**config.mk**
```make
export PLATFORM = sky130hd
export DESIGN_NAME = rtc_regif
export DESIGN_NICKNAME = d
export VERILOG_FILES = /design/src/rtl/rtc_regif_pkg.sv /design/src/rtl/rtc_index.sv /design/src/rtl/rtc_regfile.sv /design/src/rtl/rtc_periodic.sv /design/src/rtl/rtc_regif.sv
export SDC_FILE = /design/constraint.sdc
export NUM_CORES = 1
export LEC_CHECK = 0
export BUFFER_PORTS_ARGS = -buffer_cell sky130_fd_sc_hd__buf_2
export CORE_MARGIN = 2
export CORE_UTILIZATION = 40
export DETAILED_ROUTE_END_ITERATION = 12
export HOLD_SLACK_MARGIN = 0.15
export PLACE_DENSITY = 0.56
export SLEW_MARGIN = 20
export SYNTH_ARGS = -nofsm -noshare
export SYNTH_HDL_FRONTEND = slang
export SYNTH_SLANG_ARGS = --single-unit
```
**constraint.sdc**
```tcl
create_clock -name clk_i -period 1.9 [get_ports clk_i]
set_clock_uncertainty 0.05 [all_clocks]
set_input_delay 0.57 -clock clk_i [delete_from_list [all_inputs] [get_ports clk_i]]
set_output_delay 0.57 -clock clk_i [all_outputs]
set_load 0.005 [all_outputs]
```
**src/rtl/rtc_regif_pkg.sv**
```systemverilog
package rtc_regif_pkg;
  localparam int unsigned BYTE_W    = 8;
  localparam int unsigned RAM_DEPTH = 10;
  localparam logic [7:0]  IDX_A     = 8'h0A;
  localparam logic [7:0]  IDX_B     = 8'h0B;
  localparam logic [7:0]  IDX_C     = 8'h0C;
  localparam logic [7:0]  IDX_D     = 8'h0D;
  localparam logic [7:0]  IDX_LAST  = IDX_D;
  localparam logic [7:0]  A_RST     = 8'h26;
  localparam logic [7:0]  B_RST     = 8'h46;
  localparam logic [7:0]  B_FIXED   = 8'h06;
  localparam logic [7:0]  B_FREE    = 8'h48;
  localparam int unsigned UIP_POS   = 7;
  localparam int unsigned PIE_POS   = 6;

  typedef enum logic [1:0] {ACC_NONE, ACC_WR, ACC_RD} acc_e;

  function automatic logic b_write_ok(input logic [7:0] v);
    return (v & ~B_FREE) == B_FIXED;
  endfunction
endpackage

```
**src/rtl/rtc_index.sv**
```systemverilog
module rtc_index
  import rtc_regif_pkg::*;
#(
  parameter int unsigned IDX_W = 4
) (
  input  logic             clk_i,
  input  logic             rst_ni,
  input  logic             wr_i,
  input  logic [7:0]       wdata_i,
  output logic [IDX_W-1:0] idx_o,
  output logic             bad_o
);
  logic [IDX_W-1:0] idx_q;

  assign bad_o = wr_i && (wdata_i > IDX_LAST);
  assign idx_o = idx_q;

  always_ff @(posedge clk_i or negedge rst_ni) begin
    if (!rst_ni)             idx_q <= '0;
    else if (wr_i && !bad_o) idx_q <= wdata_i[IDX_W-1:0];
  end
endmodule

```
**src/rtl/rtc_regfile.sv**
```systemverilog
module rtc_regfile
  import rtc_regif_pkg::*;
#(
  parameter int unsigned IDX_W = 4
) (
  input  logic             clk_i,
  input  logic             rst_ni,
  input  acc_e             acc_i,
  input  logic [IDX_W-1:0] idx_i,
  input  logic [7:0]       wdata_i,
  output logic [7:0]       rd_val_o,
  output logic [7:0]       reg_b_o,
  output logic             bad_o
);
  localparam logic [IDX_W-1:0] I_A   = IDX_W'(IDX_A);
  localparam logic [IDX_W-1:0] I_B   = IDX_W'(IDX_B);
  localparam logic [IDX_W-1:0] I_C   = IDX_W'(IDX_C);
  localparam logic [IDX_W-1:0] I_D   = IDX_W'(IDX_D);
  localparam logic [IDX_W-1:0] I_TOP = IDX_W'(RAM_DEPTH);
  localparam logic [7:0]       UIP_M = 8'(1) << UIP_POS;

  logic [7:0]           ram_q [RAM_DEPTH];
  logic [RAM_DEPTH-1:0] ram_we;
  logic [7:0]           reg_a_q, reg_b_q;
  logic                 wr, rd, is_ram;
  logic                 a_ok, b_ok;

  assign wr     = (acc_i == ACC_WR);
  assign rd     = (acc_i == ACC_RD);
  assign is_ram = (idx_i < I_TOP);
  assign a_ok   = (wdata_i == A_RST);
  assign b_ok   = b_write_ok(wdata_i);

  for (genvar g = 0; g < RAM_DEPTH; g++) begin : g_we
    assign ram_we[g] = wr && (idx_i == IDX_W'(g));
  end

  always_ff @(posedge clk_i or negedge rst_ni) begin
    if (!rst_ni) begin
      for (int i = 0; i < RAM_DEPTH; i++) ram_q[i] <= '0;
    end else begin
      for (int i = 0; i < RAM_DEPTH; i++)
        if (ram_we[i]) ram_q[i] <= wdata_i;
    end
  end

  // register A: fixed value, update flag flips on each read
  always_ff @(posedge clk_i or negedge rst_ni) begin
    if (!rst_ni)                         reg_a_q <= A_RST;
    else if (wr && idx_i == I_A && a_ok) reg_a_q <= wdata_i;
    else if (rd && idx_i == I_A)         reg_a_q <= reg_a_q ^ UIP_M;
  end

  always_ff @(posedge clk_i or negedge rst_ni) begin
    if (!rst_ni)                         reg_b_q <= B_RST;
    else if (wr && idx_i == I_B && b_ok) reg_b_q <= wdata_i;
  end

  always_comb begin
    rd_val_o = '0;
    if (is_ram)            rd_val_o = ram_q[idx_i];
    else if (idx_i == I_A) rd_val_o = reg_a_q ^ UIP_M;
    else if (idx_i == I_B) rd_val_o = reg_b_q;
  end

  assign bad_o = wr && (((idx_i == I_A) && !a_ok) ||
                        ((idx_i == I_B) && !b_ok) ||
                        (idx_i == I_C) || (idx_i == I_D));
  assign reg_b_o = reg_b_q;
endmodule

```
**src/rtl/rtc_periodic.sv**
```systemverilog
module rtc_periodic #(
  parameter int unsigned PERIOD_CYC = 16
) (
  input  logic clk_i,
  input  logic rst_ni,
  input  logic en_i,
  output logic irq_o
);
  localparam int unsigned     CNT_W = (PERIOD_CYC > 2) ? $clog2(PERIOD_CYC) : 1;
  localparam logic [CNT_W-1:0] LAST = CNT_W'(PERIOD_CYC - 1);

  logic [CNT_W-1:0] cnt_q;
  logic             irq_q;

  // count held at zero while disabled, so re-enable starts a full interval
  always_ff @(posedge clk_i or negedge rst_ni) begin
    if (!rst_ni) begin
      cnt_q <= '0;
      irq_q <= 1'b0;
    end else if (!en_i) begin
      cnt_q <= '0;
      irq_q <= 1'b0;
    end else if (cnt_q == LAST) begin
      cnt_q <= '0;
      irq_q <= 1'b1;
    end else begin
      cnt_q <= cnt_q + 1'b1;
      irq_q <= 1'b0;
    end
  end

  assign irq_o = irq_q;
endmodule

```
**src/rtl/rtc_regif.sv**
```systemverilog
module rtc_regif
  import rtc_regif_pkg::*;
#(
  parameter int unsigned PERIOD_CYC = 16
) (
  input  logic       clk_i,
  input  logic       rst_ni,
  input  logic       wr_i,
  input  logic       rd_i,
  input  logic       sel_i,
  input  logic [7:0] wdata_i,
  output logic [7:0] rdata_o,
  output logic       irq_o,
  output logic       err_o
);
  localparam int unsigned IDX_W = $clog2(int'(IDX_LAST) + 1);

  logic [IDX_W-1:0] idx_q;
  logic [7:0]       rf_val, reg_b, rdata_q;
  logic             bad_idx, bad_rf, err_q;
  acc_e             acc;

  always_comb begin
    acc = ACC_NONE;
    if (sel_i) begin
      if (wr_i)      acc = ACC_WR;
      else if (rd_i) acc = ACC_RD;
    end
  end

  rtc_index #(.IDX_W(IDX_W)) i_index (
    .clk_i, .rst_ni,
    .wr_i   (wr_i && !sel_i),
    .wdata_i,
    .idx_o  (idx_q),
    .bad_o  (bad_idx)
  );

  rtc_regfile #(.IDX_W(IDX_W)) i_regfile (
    .clk_i, .rst_ni,
    .acc_i    (acc),
    .idx_i    (idx_q),
    .wdata_i,
    .rd_val_o (rf_val),
    .reg_b_o  (reg_b),
    .bad_o    (bad_rf)
  );

  rtc_periodic #(.PERIOD_CYC(PERIOD_CYC)) i_periodic (
    .clk_i, .rst_ni,
    .en_i  (reg_b[PIE_POS]),
    .irq_o
  );

  always_ff @(posedge clk_i or negedge rst_ni) begin
    if (!rst_ni)             rdata_q <= '0;
    else if (rd_i && !wr_i)  rdata_q <= sel_i ? rf_val : BYTE_W'(idx_q);
  end

  always_ff @(posedge clk_i or negedge rst_ni) begin
    if (!rst_ni) err_q <= 1'b0;
    else         err_q <= err_q | bad_idx | bad_rf;
  end

  assign rdata_o = rdata_q;
  assign err_o   = err_q;
endmodule

```
; ---- After elaboration in Yosys (flattened, before gate mapping)
; Index checks and enable logic that the tools add are counted.
[totals]
register_bits = 114
latch_bits = 0
mem_bits_rw = 0
rom_bits = 0
output_inout_bits = 10
elab_cells = 92
memories = 0
[op_classes]
addsub = 1
multipliers = 0
n_div = 0
order_cmp = 3
n_eq_ne = 18
shifts = 0
muxes = 16
bitwise = 4
n_reduce_logical = 32
[op_table]
columns = cell, count
row1 = two-way mux 8 bit, 8
row2 = binary-select mux 8 bit (select 4 bit), 1
row3 = "== test 4 bit, second input constant", 7
row4 = logical AND 1 bit, 22
row5 = "== test 4 x 3 -> 1 bit, second input constant", 4
row6 = "== test 4 x 2 -> 1 bit, second input constant", 2
row7 = "== test 8 x 6 -> 1 bit, second input constant", 1
row8 = "greater-than comparator 8 x 4 -> 1 bit, second input constant", 1
row9 = two-way mux 4 bit, 2
row10 = "== test 6 x 3 -> 1 bit, second input constant", 1
row11 = two-way mux 2 bit, 3
row12 = "greater-or-equal comparator 5 bit, second input constant", 1
row13 = zero test 1 bit, 5
row14 = inverter 4 -> 5 bit, 1
row15 = "adder 4 x 1 -> 4 bit, second input constant", 1
row16 = "== test 4 x 1 -> 1 bit, second input constant", 1
row17 = zero test 4 bit, 1
row18 = "< comparator 4 bit, second input constant", 1
row19 = logical OR 1 bit, 3
row20 = "== test 2 x 1 -> 1 bit, second input constant", 1
row21 = "== test 2 bit, second input constant", 1
row22 = two-way mux 1 bit, 2
row23 = bitwise OR 1 bit, 2
row24 = nonzero test 2 bit, 1
row25 = inverter 1 bit, 1

; ---- Longest topological paths before layout
[depth]
word_depth = 8
ltp_mapped = 7
ltp_nobuf = 4

; ---- Cells and area by module
; Synthesis repeated with hierarchy kept, for this count alone.
[unflattened]
cells_unflattened = 368
hier_area_um2 = 5236.3
[modules_own_cells]
columns = module, n_inst, cells_per_inst, area_per_inst_um2, seq_area_each_um2
row1 = rtc_regfile, 1, 294, 4357.9, 2409.8
row2 = rtc_regif, 1, 36, 460.4, 225.2
row3 = rtc_index, 1, 22, 219.0, 100.1
row4 = rtc_periodic, 1, 16, 198.9, 125.1

; ---- Least setup slack after synthesis
; No wires, ideal clock.
[synth_timing]
path_kind = in2reg
from = input sel_i
to = register i_regfile.ram_q[43] (netlist bit)
setup_ps = 128
arrival_time_ps = 1649
path_slack_ps = 73
path_stages = 5
path_buffers = 1
cell_sequence = buf_2 -> nand2_1 -> nor3_2 -> nand2_2 -> mux2_1
[synth_via]
elab_chain_len = 3
[synth_rtl]
columns = item, line
row1 = from (decl), rtc_regif.sv:10  ; input logic sel_i,
row2 = two-way mux 2 bit, rtc_regif.sv:25  ; if (sel_i) begin
row3 = == test 2 x 1 -> 1 bit, rtc_regfile.sv:28  ; assign wr = (acc_i == ACC_WR);
row4 = logical AND 1 bit, rtc_regfile.sv:35  ; assign ram_we[g] = wr && (idx_i == IDX_W'(g));
row5 = "to (signal, indexed assignment)", rtc_regfile.sv:43  ; if (ram_we[i]) ram_q[i] <= wdata_i;
row6 = to (decl), rtc_regfile.sv:22  ; logic [7:0] ram_q [RAM_DEPTH];
; No other way between the ends.
; A chain may end at the register's enable or synchronous reset.

; ---- Worst setup path in the final report
[layout_timing]
from = register i_index.idx_q[1], in the netlist i_index.idx_o[1]
to = register rdata_q[1], in the netlist rdata_o[1]
[layout_via]
elab_chain_len = 6
word_cells_on_any_way = 11
[layout_rtl]
columns = item, line
row1 = from (decl), rtc_index.sv:13  ; logic [IDX_W-1:0] idx_q;
row2 = from (signal assigned), rtc_index.sv:20  ; else if (wr_i && !bad_o) idx_q <= wdata_i[IDX_W-1:0];
row3 = inverter 4 -> 5 bit (implied by the code), rtc_regfile.sv:61  ; if (is_ram) rd_val_o = ram_q[idx_i];
row4 = binary-select mux 8 bit (select 4 bit), rtc_regfile.sv:61
row5 = two-way mux 8 bit (implied by the code) (2 in a row), rtc_regfile.sv:61
row6 = two-way mux 8 bit, rtc_regfile.sv:61
row7 = two-way mux 8 bit *, rtc_regif.sv:57  ; else if (rd_i && !wr_i) rdata_q <= sel_i ? rf_val : BYTE_W'(idx_q);
row8 = to (signal assigned), rtc_regif.sv:57
row9 = to (decl), rtc_regif.sv:19  ; logic [7:0] rf_val, reg_b, rdata_q;
; Every way passes the cells marked *; elsewhere a longest branch is shown, timed or not. The select of a mux whose other input is x is not followed.

==> summary.md <==
| Metric | Value |
|---|---|
| Run status | completed |
| Iteration-0 DRC Markers | 210 |
| Avg Synthesized Cell Area | 14.01 um^2 |
| Chip Width | 119.4 um |
| Layout cells sized above 1 | 50.54% |
| Most common cell after layout, fill and taps aside | dfrtp_1 |
| Routed len/inst | 19.98 um |
| Clk sinks | 114 |
| Post-synthesis compound-gate area fraction | 4.653% |
| # fillers | 1130 |
| Mapped Area | 5324 um^2 |
| Comb pwr share | 22.0% |
| Routability cong. | 0.8310 |
| Worst hold path type | flip-flop to flip-flop |
| 1st-pass router iterations | 5 |
| Largest family of logic cells by synthesized area | multiplexers |
| F_max | 545.4 MHz |
| Yosys reg bits | 114 |
| Commonest non-fill, non-tap cells in the layout | dfrtp_1, mux2_2, buf_4, buf_2, clkbuf_16 |
| Post-Synth XOR/XNOR Area | 0.4935% |
| Post-route cell area | 6666 um^2 |
| DR vias/cell | 5.296 |
| Crit Reg-Reg Endpoint | rdata_o[1]$_DFFE_PN0N_ |
| Via count | 3395 |
| Adder-cell share of the synthesized area | 0.2350% |
| FF-to-FF Start | i_index.idx_o[1]$_DFFE_PN0P_ |
| # DRC | 0 |
| I/O Buffers | 22 |
| Post-Route WL | 12810 um |
| Yosys warnings | 0 |
| Last element of the critical path | rdata_o[1]$_DFFE_PN0N_ |
| First-pass GRT wire length | 20830 um |
| Worst Hold Slack | 0.4238 ns |
| Post-synthesis sequential area ratio | 53.73% |
| Pins Over Slew Limit | 0 |
| Crit start category | flip-flop |
| Layout net count | 467 |
| Simple-gate share of the synthesized area | 9.753% |
| CTS Buf Count | 17 |
| Synth async-reset ratio | 100.0% |
| Post-DP HPWL | 9144 um |
| Main synth FF type | dfrtp_1 |
| Post-synthesis mux area share | 27.83% |
| Largest net degree at the start of global routing | 44 |
| Sw Pwr | 2.204 mW |
| Pwr/cell area | 1252 nW/um^2 |
| Core area | 13140 um^2 |
| Ports | 23 |
| Clock transition at path regs | 0.05 ns |
| CTS Root Cell | clkbuf_16 |
| RSZ-0062 raised after global routing | no |
| Final hold vios | 0 |
| Crit path DAT | 2.07 ns |
| Final setup fails | 0 |
| Reg2reg path depth | 4 |
| Switching portion of total power | 26.41% |
| Worst vdd ir | 0.0006270 V |
| DP Area | 6042 um^2 |
| Total Routing Usage GR | 19.73% |
| Worst-margin pin slew | 0.4482 ns |
| Tmin final | 1.834 ns |
| Antenna Cells | 0 |
| Placement Rows | 42 |
| WS Path Type | flip-flop to flip-flop |
| Initial Util | 40.52% |
| Critical path origin | i_index.idx_o[1]$_DFFE_PN0P_ |
| Period utilisation layout | 96.50% |
| Max Cap Viol | 0 |
| Clock power frac | 37.6% |
| Vias in the first global route | 3624 |
| Critical path endpoint category | flip-flop |
| Relative slew margins | 69.84% |
| Clock tree buffer depth | 2 |
| Congestion Overflow GR | 0 |
| Critical path peak fanout | 3 |
| H-tree levels | 4 |
| Synth cell types | 51 |
| Cells after Synth | 380 |
| Antenna Nets Post-Route | 0 |
| CTS tree | yes |
| Critical Path RT | 2.14 ns |
| Number of synthesized flops with an enable pin | 0 |
| Initial antenna violation count | 0 |
| Clock Latency Late Sink | 0.41 ns |
| Part of the power in registers | 40.4% |
| Net Count, Synth | 394 |
| Die ar. | 14250 um^2 |
| Leakage | 3.056 nW |
| Pint | 6.141 mW |
| Register-to-register setup slack | 0.07 ns |
| Chip height | 119.4 um |
| Synth-to-layout area growth | 25.22% |
-- critical path: stages, from the launching register on --
cell and delay (ns):
dfrtp_2 0.41, buf_4 0.13, mux4_2 0.51, a211o_1 0.30
a221o_1 0.31
-- layer usage --
metal	wire length [um]	vias to the layer above	track usage [%]	share of wire, %
met1	5987	1766	27.74	47
li1	-	1538	-	-
met3	622	16	5.508	4.9
met2	6020	75	29.78	47
met4	180	0	6.324	1.4
met5	0	-	0	0
-- cell families (layout without fill, tap and decap cells) --
kind of cell,count (synthesis),after routing
xor+xnor,3,3
simple gates,81,81
mux,116,116
compound gates,33,33
flops,114,114
buf+inv,32,117
fa+ha+maj,1,1
-- flip-flops by register name, indices dropped and copies added (netlist names) --
signal / count
i_index.idx_o: 4
i_regfile.reg_b_o: 8
i_regfile.reg_a_q: 8
err_o: 1
rdata_o: 8
i_periodic.irq_o: 1
i_regfile.ram_q: 80
i_periodic.cnt_q: 4
-- cells in the mapped netlist (all sizes together), types with 2 or more instances --
cell	number	share of area, %
mux4	16	6.8
nor4	2	0.52
dfstp	6	3.0
a32o	4	0.75
nor2	11	0.92
a211o	3	0.49
dfrtp	108	51
nand3	7	0.66
buf	14	2.0
nand4	2	0.80
mux2	93	20
a21oi	6	0.56
clkbuf	10	0.71
nand2	12	0.99
nor3b	2	0.28
and2	10	1.2
mux2i	7	1.3
o22ai	5	0.59
inv	8	0.56
o31ai	4	0.56
xor2	2	0.33
nand2b	13	1.5
a31oi	2	0.23
a2111oi	3	0.49
nor3	7	0.96
and3	2	0.23
nor2b	8	0.94
-- worst min path at each step --
stage,startpoint,end,cells past startpoint
floorplan,rst_ni,err_o$_DFF_PN0_,0
global placement,err_o$_DFF_PN0_,err_o$_DFF_PN0_,2
detailed placement,err_o$_DFF_PN0_,err_o$_DFF_PN0_,2
CTS,wdata_i[3],i_index.idx_o[3]$_DFFE_PN0P_,2
global route,wdata_i[3],i_index.idx_o[3]$_DFFE_PN0P_,2
finish,err_o$_DFF_PN0_,err_o$_DFF_PN0_,2
-- repair_timing --
action / in CTS / in global routing
hold buffers: 1 / 0
endpoints found under the setup margin: 13 / 12
hold endpoints to repair: 108 / 0
resized for setup: 3 / 3
buffers inserted: 0 / 1
-- through the flow --
stage / setup slack [ns] / setup TNS, ns / power, mW / utilization (%) / cells
after global placement: -0.03383 / -0.3650 / 5.170 / 45.99 / 608
final: 0.06648 / 0 / 8.345 / 50.74 / 641
after floorplan: 0.07338 / 0 / 4.557 / - / 380
after global routing: 0.006291 / 0 / 8.749 / 50.74 / 641
after CTS: 0.007116 / 0 / 8.401 / 50.60 / 640
after detailed placement: -0.04901 / -0.3852 / 5.218 / 45.99 / 608
-- cell type report --
| cell class | instances | area [um^2] | area share, % |
|---|---|---|---|
| sequential | 114 | 2863 | 42.94 |
| multi-input combinational | 234 | 2292 | 34.38 |
| timing repair buffer | 78 | 668.1 | 10.02 |
| clock buffer | 22 | 484.2 | 7.264 |
| tap | 176 | 220.2 | 3.303 |
| clock inverter | 9 | 103.9 | 1.558 |
| inverter | 8 | 35.03 | 0.5255 |
-- power groups by stage --
| stage | registers, mW | clock network [mW] | logic, mW |
|---|---|---|---|
| after global placement | 3.39 | 0 | 1.78 |
| final | 3.37 | 3.14 | 1.84 |
| after detailed placement | 3.40 | 0 | 1.82 |
| after floorplan | 3.22 | 0 | 1.34 |
| after global routing | 3.43 | 3.34 | 1.98 |
| after CTS | 3.37 | 3.19 | 1.84 |
Power figures use the tool's default switching activity.
